## src/rtl/smbc_pkg.sv

```systemverilog
package smbc_pkg;
   localparam int REG_W     = 8;
   localparam int NUM_REGS  = 8;
   localparam int OFF_W     = 5;
   localparam logic [6:0] DEV_ADDR = 7'h69;

   // register 7 sits in the top byte, register 0 in the bottom byte
   localparam logic [NUM_REGS*REG_W-1:0] REG_RESET = 64'h01130001AFEB007C;
   localparam logic [NUM_REGS-1:0]       REG_RO    = 8'h80;

   // flat bit positions (register * 8 + bit) of the exported controls
   localparam int NUM_TAPS = 5;
   localparam logic [NUM_TAPS*8-1:0] TAP_POS = {8'd55, 8'd54, 8'd23, 8'd18, 8'd2};

   typedef enum logic [2:0] {
      S_IDLE, S_RXB, S_ACKW, S_ACKD, S_TXB, S_MACK
   } bus_st_t;

   typedef enum logic [1:0] {
      P_ADDR, P_CMD, P_CNT, P_DATA
   } phase_t;
endpackage

```

## src/rtl/smbc_sync.sv

```systemverilog
module smbc_sync #(
   parameter int STAGES = 2
) (
   input  logic clk,
   input  logic rst_n,
   input  logic scl_i,
   input  logic sda_i,
   output logic scl_s,
   output logic sda_s,
   output logic scl_rise,
   output logic scl_fall,
   output logic start_det,
   output logic stop_det
);
   if (STAGES < 2) begin : g_bad_stages
      $error("smbc_sync: STAGES must be at least 2");
   end

   logic [STAGES-1:0] scl_ff, sda_ff;
   logic              scl_q, sda_q;

   always_ff @(posedge clk or negedge rst_n) begin
      if (!rst_n) begin
         scl_ff <= '1;
         sda_ff <= '1;
         scl_q  <= 1'b1;
         sda_q  <= 1'b1;
      end else begin
         scl_ff <= {scl_ff[STAGES-2:0], scl_i};
         sda_ff <= {sda_ff[STAGES-2:0], sda_i};
         scl_q  <= scl_ff[STAGES-1];
         sda_q  <= sda_ff[STAGES-1];
      end
   end

   assign scl_s     = scl_ff[STAGES-1];
   assign sda_s     = sda_ff[STAGES-1];
   assign scl_rise  = scl_s & ~scl_q;
   assign scl_fall  = ~scl_s & scl_q;
   assign start_det = scl_s & scl_q & sda_q & ~sda_s;
   assign stop_det  = scl_s & scl_q & ~sda_q & sda_s;
endmodule

```

## src/rtl/smbc_regfile.sv

```systemverilog
module smbc_regfile #(
   parameter int                     NREG     = 8,
   parameter int                     DW       = 8,
   parameter logic [NREG*DW-1:0]     RST_VAL  = '0,
   parameter logic [NREG-1:0]        RO_MASK  = '0,
   parameter int                     NTAP     = 1,
   parameter logic [NTAP*8-1:0]      TAP_POS  = '0,
   localparam int                    AW       = $clog2(NREG)
) (
   input  logic            clk,
   input  logic            rst_n,
   input  logic            we,
   input  logic [AW-1:0]   waddr,
   input  logic [DW-1:0]   wdata,
   input  logic [AW-1:0]   raddr,
   output logic [DW-1:0]   rdata,
   output logic [NTAP-1:0] taps
);
   if (NREG < 2 || NREG > 64) begin : g_bad_nreg
      $error("smbc_regfile: NREG out of range");
   end

   logic [NREG*DW-1:0] q;

   for (genvar i = 0; i < NREG; i++) begin : g_reg
      if (RO_MASK[i]) begin : g_ro
         assign q[i*DW +: DW] = RST_VAL[i*DW +: DW];
      end else begin : g_rw
         always_ff @(posedge clk or negedge rst_n) begin
            if (!rst_n)
               q[i*DW +: DW] <= RST_VAL[i*DW +: DW];
            else if (we && waddr == AW'(i))
               q[i*DW +: DW] <= wdata;
         end
      end
   end

   assign rdata = q[int'(raddr)*DW +: DW];

   for (genvar t = 0; t < NTAP; t++) begin : g_tap
      localparam int POS = int'(TAP_POS[t*8 +: 8]);
      if (POS >= NREG*DW) begin : g_bad_tap
         $error("smbc_regfile: tap position out of range");
      end
      assign taps[t] = q[POS];
   end

   // the sequencer never aims a write at a read-only register
   a_r6_no_ro_write: assert property (@(posedge clk) disable iff (!rst_n)
      we |-> !RO_MASK[waddr]);
endmodule

```

## src/rtl/smbc_fsm.sv

```systemverilog
module smbc_fsm
   import smbc_pkg::*;
#(
   parameter int              NREG     = 8,
   parameter int              DW       = 8,
   parameter int              OFFW     = 5,
   parameter logic [6:0]      SLV_ADDR = 7'h69,
   parameter logic [NREG-1:0] RO_MASK  = '0,
   localparam int             AW       = $clog2(NREG)
) (
   input  logic          clk,
   input  logic          rst_n,
   input  logic          scl_s,
   input  logic          sda_s,
   input  logic          scl_rise,
   input  logic          scl_fall,
   input  logic          start_det,
   input  logic          stop_det,
   output logic          sda_oe,
   output logic          we,
   output logic [AW-1:0] waddr,
   output logic [DW-1:0] wdata,
   output logic [AW-1:0] raddr,
   input  logic [DW-1:0] rdata
);
   localparam int PW = OFFW + 1;
   localparam logic [PW-1:0] PMAX = '1;

   if (DW != 8) begin : g_bad_dw
      $error("smbc_fsm: bus bytes are 8 bits wide");
   end
   if (OFFW > 6 || PW <= AW) begin : g_bad_offw
      $error("smbc_fsm: OFFW does not fit the command byte or the register count");
   end

   bus_st_t       st;
   phase_t        phase;
   logic [3:0]    bitcnt;
   logic [7:0]    sh;
   logic [7:0]    remain;
   logic [PW-1:0] ptr;
   logic          blk, ack_pend, tx_pend, cnt_pend, mack_ok;

   logic [7:0]    rx_byte;
   logic          ptr_hit, writable, cmd_ok;
   logic [7:0]    rd_val;
   logic [PW-1:0] ptr_nx;

   always_comb begin
      rx_byte  = {sh[6:0], sda_s};
      ptr_hit  = ptr < PW'(NREG);
      raddr    = ptr[AW-1:0];
      rd_val   = ptr_hit ? rdata : 8'h00;
      writable = ptr_hit && !RO_MASK[raddr];
      ptr_nx   = (ptr == PMAX) ? ptr : ptr + 1'b1;
      cmd_ok   = (rx_byte[6:OFFW] == '0) &&
                 (rx_byte[7] || rx_byte[OFFW-1:0] == '0);
   end

   always_ff @(posedge clk or negedge rst_n) begin
      if (!rst_n) begin
         st       <= S_IDLE;
         phase    <= P_ADDR;
         bitcnt   <= '0;
         sh       <= '0;
         remain   <= '0;
         ptr      <= '0;
         blk      <= 1'b0;
         ack_pend <= 1'b0;
         tx_pend  <= 1'b0;
         cnt_pend <= 1'b0;
         mack_ok  <= 1'b0;
         we       <= 1'b0;
         waddr    <= '0;
         wdata    <= '0;
      end else begin
         we <= 1'b0;
         if (start_det) begin
            st      <= S_RXB;
            bitcnt  <= '0;
            phase   <= P_ADDR;
            tx_pend <= 1'b0;
         end else if (stop_det) begin
            st      <= S_IDLE;
            phase   <= P_ADDR;
            tx_pend <= 1'b0;
         end else begin
            case (st)
               S_RXB: begin
                  if (scl_rise) begin
                     sh     <= rx_byte;
                     bitcnt <= bitcnt + 1'b1;
                     if (bitcnt == 4'd7) begin
                        st       <= S_ACKW;
                        ack_pend <= 1'b0;
                        case (phase)
                           P_ADDR: begin
                              if (rx_byte[7:1] == SLV_ADDR) begin
                                 ack_pend <= 1'b1;
                                 if (rx_byte[0]) begin
                                    tx_pend  <= 1'b1;
                                    cnt_pend <= blk;
                                    phase    <= P_DATA;
                                 end else begin
                                    phase <= P_CMD;
                                 end
                              end
                           end
                           P_CMD: begin
                              if (cmd_ok) begin
                                 ack_pend <= 1'b1;
                                 blk      <= ~rx_byte[7];
                                 ptr      <= rx_byte[7] ? PW'(rx_byte[OFFW-1:0]) : '0;
                                 remain   <= 8'd1;
                                 phase    <= rx_byte[7] ? P_DATA : P_CNT;
                              end
                           end
                           P_CNT: begin
                              ack_pend <= 1'b1;
                              remain   <= rx_byte;
                              phase    <= P_DATA;
                           end
                           default: begin
                              ack_pend <= 1'b1;
                              if (remain != 8'd0) begin
                                 remain <= remain - 8'd1;
                                 ptr    <= ptr_nx;
                                 if (writable) begin
                                    we    <= 1'b1;
                                    waddr <= raddr;
                                    wdata <= rx_byte;
                                 end
                              end
                           end
                        endcase
                     end
                  end
               end
               S_ACKW: begin
                  if (scl_fall)
                     st <= ack_pend ? S_ACKD : S_IDLE;
               end
               S_ACKD: begin
                  if (scl_fall) begin
                     bitcnt <= '0;
                     if (tx_pend) begin
                        st <= S_TXB;
                        if (cnt_pend) begin
                           sh       <= 8'(NREG);
                           cnt_pend <= 1'b0;
                        end else begin
                           sh  <= rd_val;
                           ptr <= ptr_nx;
                        end
                     end else begin
                        st <= S_RXB;
                     end
                  end
               end
               S_TXB: begin
                  if (scl_rise) begin
                     bitcnt <= bitcnt + 1'b1;
                  end else if (scl_fall) begin
                     if (bitcnt == 4'd8) begin
                        st      <= S_MACK;
                        mack_ok <= 1'b0;
                     end else begin
                        sh <= {sh[6:0], 1'b0};
                     end
                  end
               end
               S_MACK: begin
                  if (scl_rise) begin
                     if (!sda_s) begin
                        mack_ok <= 1'b1;
                        sh      <= rd_val;
                        ptr     <= ptr_nx;
                     end else begin
                        st <= S_IDLE;
                     end
                  end else if (scl_fall && mack_ok) begin
                     st     <= S_TXB;
                     bitcnt <= '0;
                  end
               end
               default: ;
            endcase
         end
      end
   end

   assign sda_oe = (st == S_ACKD) || (st == S_TXB && !sh[7]);

   // the slave moves the data line only while the bus clock is low
   a_r9_sda_moves_scl_low: assert property (@(posedge clk) disable iff (!rst_n)
      !$stable(sda_oe) |-> !scl_s);

   // a stop condition leaves the data line released
   a_r11_stop_releases: assert property (@(posedge clk) disable iff (!rst_n)
      stop_det |=> !sda_oe);
endmodule

```

## src/rtl/smbc_slave.sv

```systemverilog
module smbc_slave
   import smbc_pkg::*;
#(
   parameter int SYNC_STAGES = 2
) (
   input  logic clk,
   input  logic rst_n,
   input  logic scl_i,
   input  logic sda_i,
   output logic sda_oe,
   output logic clk_out_en,
   output logic ssc_en,
   output logic ssc_down_sel,
   output logic tmode_en,
   output logic tmode_sel
);
   localparam int AW = $clog2(NUM_REGS);

   logic scl_s, sda_s, scl_rise, scl_fall, start_det, stop_det;
   logic          we;
   logic [AW-1:0] waddr, raddr;
   logic [REG_W-1:0] wdata, rdata;
   logic [NUM_TAPS-1:0] taps;

   smbc_sync #(.STAGES(SYNC_STAGES)) u_sync (
      .clk       (clk),
      .rst_n     (rst_n),
      .scl_i     (scl_i),
      .sda_i     (sda_i),
      .scl_s     (scl_s),
      .sda_s     (sda_s),
      .scl_rise  (scl_rise),
      .scl_fall  (scl_fall),
      .start_det (start_det),
      .stop_det  (stop_det)
   );

   smbc_fsm #(
      .NREG     (NUM_REGS),
      .DW       (REG_W),
      .OFFW     (OFF_W),
      .SLV_ADDR (DEV_ADDR),
      .RO_MASK  (REG_RO)
   ) u_fsm (
      .clk       (clk),
      .rst_n     (rst_n),
      .scl_s     (scl_s),
      .sda_s     (sda_s),
      .scl_rise  (scl_rise),
      .scl_fall  (scl_fall),
      .start_det (start_det),
      .stop_det  (stop_det),
      .sda_oe    (sda_oe),
      .we        (we),
      .waddr     (waddr),
      .wdata     (wdata),
      .raddr     (raddr),
      .rdata     (rdata)
   );

   smbc_regfile #(
      .NREG    (NUM_REGS),
      .DW      (REG_W),
      .RST_VAL (REG_RESET),
      .RO_MASK (REG_RO),
      .NTAP    (NUM_TAPS),
      .TAP_POS (TAP_POS)
   ) u_regs (
      .clk   (clk),
      .rst_n (rst_n),
      .we    (we),
      .waddr (waddr),
      .wdata (wdata),
      .raddr (raddr),
      .rdata (rdata),
      .taps  (taps)
   );

   assign clk_out_en   = taps[0];
   assign ssc_en       = taps[1];
   assign ssc_down_sel = taps[2];
   assign tmode_en     = taps[3];
   assign tmode_sel    = taps[4];

   // a write to register 0 shows up on the clock enable one cycle later
   a_r10_clk_en_follows: assert property (@(posedge clk) disable iff (!rst_n)
      (we && waddr == '0) |=> (clk_out_en == $past(wdata[2])));
endmodule

```

## config.mk

```make
export PLATFORM = sky130hd
export DESIGN_NAME = smbc_slave
export DESIGN_NICKNAME = d
export VERILOG_FILES = /design/src/rtl/smbc_pkg.sv /design/src/rtl/smbc_sync.sv /design/src/rtl/smbc_regfile.sv /design/src/rtl/smbc_fsm.sv /design/src/rtl/smbc_slave.sv
export SDC_FILE = /design/constraint.sdc
export NUM_CORES = 1
export LEC_CHECK = 0
export BUFFER_PORTS_ARGS = -buffer_cell sky130_fd_sc_hd__buf_2
export CAP_MARGIN = 10
export CORE_MARGIN = 10
export CORE_UTILIZATION = 55
export CTS_CLUSTER_SIZE = 16
export DETAILED_ROUTE_END_ITERATION = 7
export HOLD_SLACK_MARGIN = 0.02
export PLACE_DENSITY = 0.71
export SYNTH_ARGS = -nofsm -noshare
export SYNTH_HDL_FRONTEND = slang
export SYNTH_HIERARCHICAL = 1
export SYNTH_SLANG_ARGS = --single-unit
```

## constraint.sdc

```tcl
create_clock -name clk -period 2.8 [get_ports clk]
set_clock_uncertainty 0.2 [all_clocks]
set_input_delay 0.28 -clock clk [delete_from_list [all_inputs] [get_ports clk]]
set_output_delay 0.28 -clock clk [all_outputs]
set_load 0.02 [all_outputs]
```

==> results.tsv, run 1 <==
stage	metric	value	unit
outcome	status	finished, final reports clean	
critical_path	crit_fanout	6	
grt	grt_pass1_wl	21.4	mm
placement	place_congestion	0.893	
yosys	ys_seq_elements	110	
timing	fin_hold_ws	0.165	ns
timing	fin_crit	2.48	ns
final_layout	final_cell_count_no_fill	670	
yosys	yosysWarnings	6	
floorplan	dieHeight	125	µm
clocking	clk_path_buf_depth	2	
routing	route.detailed.drc	0	
timing	grt_setup_unrepaired	no	
critical_path	rr_endpoint	u_fsm/ptr[2]	
critical_path	worstPathArrival	2.54	ns
final_layout	drive_above_1_share	32.6	%
clocking	clkLatencyLatePin	0.38	ns
timing	fmax	404	MHz
yosys	syn-cell-area	6030	µm²
critical_path	critPathCaptureType	register	
yosys	synthMuxAreaShare	21.5	%
timing	slew_viol_final	0	
yosys	synth_compound_area_share	12.0	%
yosys	ys_seq_area_share	46.2	%
placement	io_buffer_count	9	
clocking	root_buffer	clkbuf_8	
clocking	cts_tree	built	
floorplan	start_util	55.9	%
final_layout	finalInstanceArea	6420	µm²
grt	grt-ovfl-total	0	
pwr	leakage	0.00292	µW
routing	drt-pass1-iter-count	4	
yosys	yosys.area_share.xor_xnor	0.872	%
critical_path	startpoint	u_sync/scl_ff[1]	
yosys	netlist_instances	518	
worst_hold_path	min_path_type	reg2reg	
critical_path	crit_required	2.86	ns
final_layout	syn_to_final_growth	6.43	%
final_layout	fin_util	59.5	%
pwr	powerDensity	506	nW/µm²
clocking	ctsResizeCount	0	
worst_hold_path	hold_end	u_sync/sda_ff[1]	
placement	dp_cells	651	
yosys	synth-edff-count	0	
critical_path	ff2ff_setup_slack	0.32	ns
worst_hold_path	hold_start	u_sync/sda_ff[0]	
timing	slew_headroom	55.8	%
routing	vias	4062	
routing	first_iter_violations	215	
timing	final-hold-violation-count	0	
clocking	cts_buffers	9	
final_layout	nets	540	
timing	worstMarginPinSlew	0.662	ns
yosys	synth_top_family_by_area	multiplexers	
routing	antenna_left	0	
worst_hold_path	min_path_cells	0	
yosys	synth.avg_cell_area	11.6	µm²
floorplan	coreArea	10800	µm²
final_layout	diodes	0	
grt	grt.total_usage	16.5	%
placement	placedInstanceArea	6220	µm²
flow_run	cap_violations	0	
grt	grt_util_met3	2.04	%
grt	grt.met2_usage	26.5	%
critical_path	reg2reg_from	u_sync/scl_ff[1]	
yosys	synth_fp_nets	533	
critical_path	ff2ff_path_depth	6	
grt	grtUsageMet1	22.3	%
yosys	synthDistinctLibCells	73	
floorplan	ioPinCount	10	
routing	vias_per_cell	6.06	
yosys	synth-simple-area-share	13.0	%
timing	finalCritPeriodShare	88.5	%
routing	avgRoutedWirePerCell	18.7	µm
grt	grt_busiest_layer	met2	
clocking	cts.sinks	110	
clocking	htreeDepth	3	
grt	antenna_found_initial	0	
yosys	synthArstFlopShare	100	%
placement	dpl.hpwl	8.93	mm
critical_path	crit_type	reg2reg	
grt	grt_pass1_vias	4106	
critical_path	critPathLaunchType	register	
routing	wirelength	12.5	mm
floorplan	dieArea	15600	µm²
grt	grt_max_degree	41	
timing	setup_viol	0	
clocking	path_clk_slew	0.10	ns
floorplan	row_count	38	
yosys	synth_top_flop_cell	dfrtp_1	
yosys	synthAdderAreaFrac	2.28	%
timing	fin_tns_setup	0	ns
pwr	ir_drop	446	µV
floorplan	die_x	125	µm
## registers in the layout, summed over array words and instances (netlist names), 3 cells and up
register / flops
u_fsm/remain: 8
u_fsm/wdata: 8
u_fsm/st: 3
u_fsm/sh: 8
u_fsm/ptr: 6
u_fsm/waddr: 3
u_fsm/bitcnt: 4
u_regs/taps: 5
u_regs/q: 51
## synth_stat cells, drive strengths merged, types with 2 or more instances
| master | count | area share, % |
|---|---|---|
| dfrtp | 83 | 34 |
| o2111ai | 2 | 0.39 |
| dfstp | 27 | 12 |
| a22o | 20 | 2.9 |
| buf | 17 | 2.0 |
| and4b | 2 | 0.33 |
| or4 | 2 | 0.25 |
| nand4b | 4 | 0.58 |
| o21ai | 23 | 1.9 |
| nor3 | 7 | 0.95 |
| o2bb2ai | 2 | 0.29 |
| clkbuf | 15 | 0.93 |
| a31oi | 11 | 1.1 |
| and3 | 5 | 0.52 |
| nand4 | 4 | 0.52 |
| mux2 | 83 | 16 |
| or3 | 2 | 0.21 |
| nand2 | 30 | 1.9 |
| and2 | 2 | 0.21 |
| ha | 11 | 2.3 |
| nand3b | 2 | 0.25 |
| nor3b | 2 | 0.62 |
| a21o | 2 | 0.27 |
| a32oi | 2 | 0.29 |
| inv | 19 | 1.2 |
| a311oi | 2 | 0.29 |
| or2 | 8 | 0.87 |
| nor2b | 10 | 1.1 |
| xor2 | 5 | 0.73 |
| o211ai | 4 | 0.81 |
| mux2i | 28 | 4.6 |
| nand2b | 5 | 0.77 |
| nor4 | 5 | 0.87 |
| a21oi | 16 | 1.4 |
| a32o | 2 | 0.33 |
| nor2 | 24 | 1.5 |
| nand3 | 11 | 0.91 |
## per-stage QoR
step                      setup WS (ns)  total power [µW]
after CTS                         0.330              3260
after global routing              0.113              3410
final                             0.322              3250
after detailed placement          0.363              2400
after global placement            0.406              2380
after floorplan                   0.469              2210
## repair_timing
item | in CTS | in global routing
hold buffers | 3 | 0
setup buffers | 0 | 0
hold endpoints to repair | 37 | 0
## worst max-delay path: stages (launching register included)
cell	delay [ns]
dfstp_2	0.56
nor2b_1	0.22
nand4b_1	0.29
o21ai_0	0.31
o2111ai_1	0.14
a21o_2	0.29
mux2_1	0.34
## per-layer routing
| metal | vias to the layer above | share of wire [%] |
|---|---|---|
| met5 | - | 0 |
| met4 | 0 | 1.4 |
| met3 | 11 | 4.4 |
| met2 | 89 | 48 |
| met1 | 2055 | 46 |
| li1 | 1907 | - |
## how the worst max path moves through the flow
stage,to,cells past startpoint
finish,u_fsm/ptr[2],6
global route,u_fsm/remain[1],7
CTS,u_fsm/ptr[2],6
detailed placement,u_fsm/remain[1],7
global placement,u_fsm/remain[1],7
floorplan,u_fsm/waddr[0],6
## power by group
part           switching [µW]  internal [µW]  leakage, µW
Combinational             295            260      0.00141
Clock                     537            332    0.0000812
Sequential                162           1660      0.00143
## cells by family (layout without fill, tap and decap cells)
kind of cell | after synthesis | in the layout
adders and majority gates | 11 | 11
buffers and inverters | 51 | 63
AOI/OAI and AO/OA | 99 | 99
xor gates and xnor gates | 6 | 6
muxes | 112 | 112
DFF | 110 | 110
and+or+nand+nor | 129 | 129
## cells in the final DEF, fill, tap and decap left out, types with 9 or more instances in the layout
cell type,netlist,routed
nand2_1,30,30
mux2i_1,28,28
o21ai_0,16,16
inv_1,19,19
mux2_2,64,64
mux2_4,15,15
dfstp_2,27,27
a22o_1,20,20
nor2_1,24,24
a21oi_1,15,15
ha_1,11,11
buf_4,10,15
dfrtp_1,83,83
clkbuf_8,0,9
nand3_1,11,11
a31oi_1,11,11
## final cells by class
class / count / area [µm²]
clock buffer: 12 / 135
clock inverter: 4 / 33.8
fill: 869 / 4380
inverter: 19 / 71.3
multi-input combinational: 357 / 2990
sequential: 110 / 2790
tap: 140 / 175
timing repair buffer: 28 / 223
(Power assumes the default switching activity.)
==> run 2, diff against run 1 <==
--- a/config.mk
+++ b/config.mk
@@ -13,6 +13,7 @@
 export DETAILED_ROUTE_END_ITERATION = 7
 export HOLD_SLACK_MARGIN = 0.02
 export PLACE_DENSITY = 0.71
+export RECOVER_POWER = 100
 export SYNTH_ARGS = -nofsm -noshare
 export SYNTH_HDL_FRONTEND = slang
 export SYNTH_HIERARCHICAL = 1
==> run 2 against run 1 <==
The flow now finishes with violations (capacitance limit). Count of clock-buffer cells in the layout unchanged. Critical path depth unchanged. Die area unchanged. Non-clock buffer count unchanged. Fmax decreased by 2.0%. First-iteration DRC count decreased by 11%. Worst hold slack about the same. Wire length increased by 0.27%. Via count increased by 0.32%. Combinational power decreased by 9.0%. Critical path type unchanged.
==> results.tsv, run 2 (synthesized netlist as in run 1, its figures left out) <==
stage	metric	value	unit
outcome	status	finished with violations	
outcome	violations	capacitance limit	
timing	worstMarginPinSlew	1.46	ns
pwr	switchingPower	977	µW
timing	setup_viol	0	
worst_hold_path	hold_end	u_sync/sda_ff[1]	
final_layout	largest_reg_flops	51	
floorplan	coreArea	10800	µm²
worst_hold_path	hold_start	u_sync/sda_ff[0]	
final_layout	nets	540	
timing	fin_crit	2.53	ns
timing	fmax	395	MHz
floorplan	die_x	125	µm
routing	wirelength	12.6	mm
timing	grt_setup_unrepaired	no	
critical_path	rr_endpoint	u_fsm/ptr[2]	
pwr	power	3190	µW
final_layout	seqCellArea	2790	µm²
worst_hold_path	min_path_cells	0	
final_layout	fillers	896	
floorplan	dieArea	15600	µm²
final_layout	final_common_cell	dfrtp_1	
critical_path	crit_type	reg2reg	
critical_path	cpPeakStageDelay	0.58	ns
pwr	switching_share	30.6	%
pwr	clockPowerShare	26.9	%
placement	place_congestion	0.893	
routing	drt-pass1-iter-count	5	
routing	vias_per_cell	6.08	
placement	dpl.hpwl	8.93	mm
placement	io_buffer_count	9	
pwr	internal-power	2210	µW
clocking	clk_path_buf_depth	2	
clocking	cts.sinks	110	
routing	vias	4075	
final_layout	syn_to_final_growth	4.13	%
floorplan	dieHeight	125	µm
critical_path	critPathLaunchType	register	
grt	grt_pass1_vias	4106	
grt	antenna_found_initial	0	
floorplan	ioPinCount	10	
pwr	seqPwrFrac	57.2	%
floorplan	row_count	38	
clocking	cts_buffers	9	
flow_run	cap_violations	1	
timing	final-hold-violation-count	0	
pwr	powerDensity	508	nW/µm²
clocking	ctsResizeCount	0	
critical_path	critPathCaptureType	register	
critical_path	ff2ff_path_depth	6	
final_layout	diodes	0	
pwr	comb_power_share	15.8	%
timing	slew_viol_final	0	
pwr	ir_drop	441	µV
clocking	clkLatencyLatePin	0.37	ns
critical_path	crit_required	2.86	ns
final_layout	drive_above_1_share	27.2	%
critical_path	worstPathArrival	2.59	ns
critical_path	ff2ff_setup_slack	0.27	ns
grt	grt_max_degree	41	
grt	grt-ovfl-total	0	
final_layout	largest-register	u_regs/q	
final_layout	mostFrequentLayoutCells	dfrtp_1 (83), mux2_2 (63), nand2_1 (30)	
timing	fin_tns_setup	0	ns
grt	grt_pass1_wl	21.4	mm
clocking	path_clk_slew	0.10	ns
timing	finalCritPeriodShare	90.3	%
clocking	htreeDepth	3	
critical_path	slowest_stage	dfstp_1	
routing	avgRoutedWirePerCell	18.8	µm
routing	route.detailed.drc	0	
worst_hold_path	min_path_type	reg2reg	
grt	grt.total_usage	16.5	%
timing	slew_headroom	1.60	%
critical_path	crit_fanout	6	
clocking	cts_tree	built	
final_layout	multi_input_area	2880	µm²
routing	first_iter_violations	191	
critical_path	crit_path_cell_trace	nor2b_1, nand4b_1, o21ai_0, o2111ai_1, a21o_1, mux2_1	
routing	antenna_left	0	
floorplan	start_util	55.9	%
pwr	leakage	0.00285	µW
clocking	root_buffer	clkbuf_8	
critical_path	reg2reg_from	u_sync/scl_ff[1]	
final_layout	fin_util	58.2	%
run 2: cell count changes in the layout (fill, tap and decap cells not counted), sizes merged:
cell	change
buf	-8
clkbuf	+8
run 2: what timing repair did:
| action | CTS | global route |
|---|---|---|
| hold buffers | 3 | 0 |
| buffers inserted | 0 | 0 |
| hold endpoints to repair | 37 | 0 |
run 2: critical path, delay by kind of cell, from the launching register on:
family	cells	cell delay [ns]
AO/OA/AOI/OAI	3	0.75
flip-flops	1	0.58
multiplexers	1	0.36
AND/OR/NAND/NOR	2	0.53
run 2: final cells by class:
class	instances	area share (%)
clock buffer	12	2.15
inverter	19	1.14
tap	140	2.79
sequential	110	44.4
timing repair buffer	28	3.13
multi-input combinational	357	45.9
clock inverter	4	0.538
run 2: power by group through the flow:
stage                     Sequential, µW  Combinational [µW]  Clock (µW)
after floorplan                     1760                 451           0
after global placement              1850                 532           0
after detailed placement            1850                 550           0
after CTS                           1820                 553         888
after global routing                1840                 556         958
final                               1820                 505         858
run 2: routing by layer:
metal / share of wire [%] / vias up / GRT usage [%] / wire, µm
met5: 0 / - / 0 / 0
met3: 2.4 / 13 / 2.04 / 297
met2: 48 / 76 / 26.5 / 6080
met4: 1.2 / 0 / 5.41 / 152
li1: - / 1904 / - / -
met1: 48 / 2082 / 22.3 / 6040
run 2: worst max-delay path by stage:
| stage | startpoint | to | slack (ns) | cells past startpoint |
|---|---|---|---|---|
| floorplan | u_sync/sda_ff[1] | u_fsm/waddr[0] | 0.47 | 6 |
| global placement | u_sync/sda_ff[1] | u_fsm/remain[1] | 0.41 | 7 |
| detailed placement | u_sync/sda_ff[1] | u_fsm/remain[1] | 0.36 | 7 |
| CTS | u_sync/scl_ff[1] | u_fsm/ptr[2] | 0.33 | 6 |
| global route | u_sync/scl_ff[1] | u_fsm/remain[1] | 0.08 | 7 |
| finish | u_sync/scl_ff[1] | u_fsm/ptr[2] | 0.27 | 6 |
run 2: through the flow:
step	hold WS, ns	std cells	cell area (µm²)	setup WS, ns
global route	0.170	670	6280	0.0781
finish	0.165	670	6280	0.271
floorplan	-0.216	518	6030	0.469
CTS	0.168	670	6420	0.330
detailed placement	0.102	651	6220	0.363
global placement	0.0972	651	6220	0.406
==> run 3, diff against run 2 <==
--- a/config.mk
+++ b/config.mk
@@ -12,7 +12,7 @@
 export CTS_CLUSTER_SIZE = 16
 export DETAILED_ROUTE_END_ITERATION = 7
 export HOLD_SLACK_MARGIN = 0.02
-export PLACE_DENSITY = 0.71
+export PLACE_DENSITY = 0.82
 export RECOVER_POWER = 100
 export SYNTH_ARGS = -nofsm -noshare
 export SYNTH_HDL_FRONTEND = slang
==> run 3 against run 2 <==
The flow finishes with violations (capacitance limit, slew limit). Sequential share of layout area grew 0.080 points. Sequential power hardly changed. Setup slack worse by 0.13 ns. Via count increased by 1.7%. Wire length increased by 0.15%. Core utilization decreased by 0.10 points. Die area did not move. Cell count down 0.60%.
==> results.tsv, run 3 (synthesized netlist as in run 1, its figures left out) <==
stage	metric	value	unit
outcome	status	finished with violations	
outcome	violations	capacitance limit, slew limit	
grt	antenna_found_initial	0	
final_layout	fillers	853	
clocking	cts_buffers	9	
final_layout	largest-register	u_regs/q	
floorplan	start_util	55.9	%
timing	setup_viol	0	
critical_path	crit_fanout	17	
timing	fin_tns_setup	0	ns
final_layout	mostFrequentLayoutCells	dfrtp_1 (83), mux2_2 (64), nand2_1 (30)	
critical_path	crit_required	2.32	ns
grt	grt.total_usage	16.0	%
floorplan	dieHeight	125	µm
grt	grt_pass1_wl	20.9	mm
clocking	path_clk_slew	0.10	ns
floorplan	coreArea	10800	µm²
routing	wirelength	12.6	mm
final_layout	fin_util	58.1	%
final_layout	final_common_cell	dfrtp_1	
final_layout	syn_to_final_growth	3.94	%
floorplan	dieArea	15600	µm²
final_layout	finalInstanceArea	6270	µm²
critical_path	slowest_stage	dfrtp_1	
routing	drt-pass1-iter-count	5	
timing	grt_setup_unrepaired	no	
clocking	htreeDepth	3	
timing	fin_crit	2.65	ns
clocking	cts_tree	built	
timing	slew_viol_final	30	
floorplan	row_count	38	
critical_path	critPathCaptureType	output pin	
final_layout	largest_reg_flops	51	
routing	vias_per_cell	6.23	
grt	grt-ovfl-total	0	
clocking	clk_path_buf_depth	2	
routing	avgRoutedWirePerCell	18.9	µm
floorplan	ioPinCount	10	
routing	first_iter_violations	294	
timing	finalCritPeriodShare	94.8	%
pwr	leakage	0.00284	µW
placement	io_buffer_count	9	
final_layout	nets	536	
clocking	root_buffer	clkbuf_8	
critical_path	worstPathArrival	2.17	ns
critical_path	cpPeakStageDelay	0.69	ns
flow_run	cap_violations	2	
final_layout	drive_above_1_share	27.0	%
grt	grt_max_degree	44	
routing	route.detailed.drc	0	
floorplan	die_x	125	µm
critical_path	crit_type	reg2out	
critical_path	crit_path_cell_trace	or3b_1, o21ai_0, buf_2	
timing	fin_hold_ws	0.162	ns
timing	final-hold-violation-count	0	
clocking	cts.sinks	110	
worst_hold_path	min_path_type	reg2reg	
placement	place_congestion	0.888	
timing	fmax	377	MHz
grt	grt_pass1_vias	4146	
placement	dpl.hpwl	8.73	mm
routing	antenna_left	0	
timing	slew_headroom	-11.0	%
placement	placedInstanceArea	6190	µm²
pwr	ir_drop	324	µV
critical_path	critPathLaunchType	register	
final_layout	diodes	0	
routing	vias	4146	
pwr	powerDensity	514	nW/µm²
timing	worstMarginPinSlew	1.67	ns
clocking	clkLatencyLatePin	0.37	ns
[run 3: changes by cell type in the layout (fill, tap and decap cells not counted), moves of 2 or more]
cell	change
buf_4	-6
inv_6	+2
clkinv_2	+2
mux2_1	-2
[run 3: final cells by class]
class	count	area, µm²	share of cell area [%]
Multi-Input combinational cell	357	2890	46.1
Sequential cell	110	2790	44.5
Timing Repair Buffer	24	175	2.79
Tap cell	140	175	2.79
Clock buffer	10	128	2.04
Inverter	19	71.3	1.14
Clock inverter	6	45.0	0.719
[run 3: critical path, delay by kind of cell, from the launching register on]
kind	cells	cell delay (ns)
AOI/OAI and AO/OA	1	0.33
buffers and inverters	1	0.23
DFF	1	0.69
and+or+nand+nor	1	0.55
[run 3: worst paths after layout]
path	cells after the start	startpoint	to	slack, ns
max in group asynchronous	3	rst_n	u_regs/q[16]	0.44
setup reg to reg	6	u_sync/sda_ff[1]	u_fsm/waddr[0]	0.25
min in group asynchronous	2	rst_n	u_fsm/sh[3]	0.67
setup / recovery	3	u_fsm/st[2]	sda_oe	0.15
hold reg to reg	0	u_sync/sda_ff[0]	u_sync/sda_ff[1]	0.16
hold / removal	0	u_sync/sda_ff[0]	u_sync/sda_ff[1]	0.16
[run 3: timing repair]
action | 4_1_cts | 5_1_grt
resized for setup | 0 | 0
hold buffers | 3 | 0
setup buffers | 0 | 0
endpoints found under the hold margin | 55 | 0
[run 3: per-stage QoR]
| stage | worst slack, ns | cells | total power (µW) |
|---|---|---|---|
| 4_1_cts | 0.235 | 666 | 3270 |
| 2_1_floorplan | 0.469 | 518 | 2210 |
| 6_report | 0.146 | 666 | 3220 |
| 3_3_place_gp | 0.404 | 647 | 2360 |
| 5_1_grt | 0.0944 | 666 | 3360 |
| 3_5_place_dp | 0.361 | 647 | 2390 |
[run 3: report_power, final]
part | total (µW) | internal (µW) | leakage, µW | switching, µW
clock | 881 | 333 | 0.0000914 | 548
sequential | 1850 | 1660 | 0.00143 | 192
combinational | 482 | 214 | 0.00132 | 267
[run 3: layer usage]
metal	vias to the layer above	GRT usage [%]	wire length, µm
li1	1897	-	-
met1	2090	20.5	5550
met2	131	26.1	6050
met3	28	2.60	614
met4	0	6.99	378
met5	-	0	0
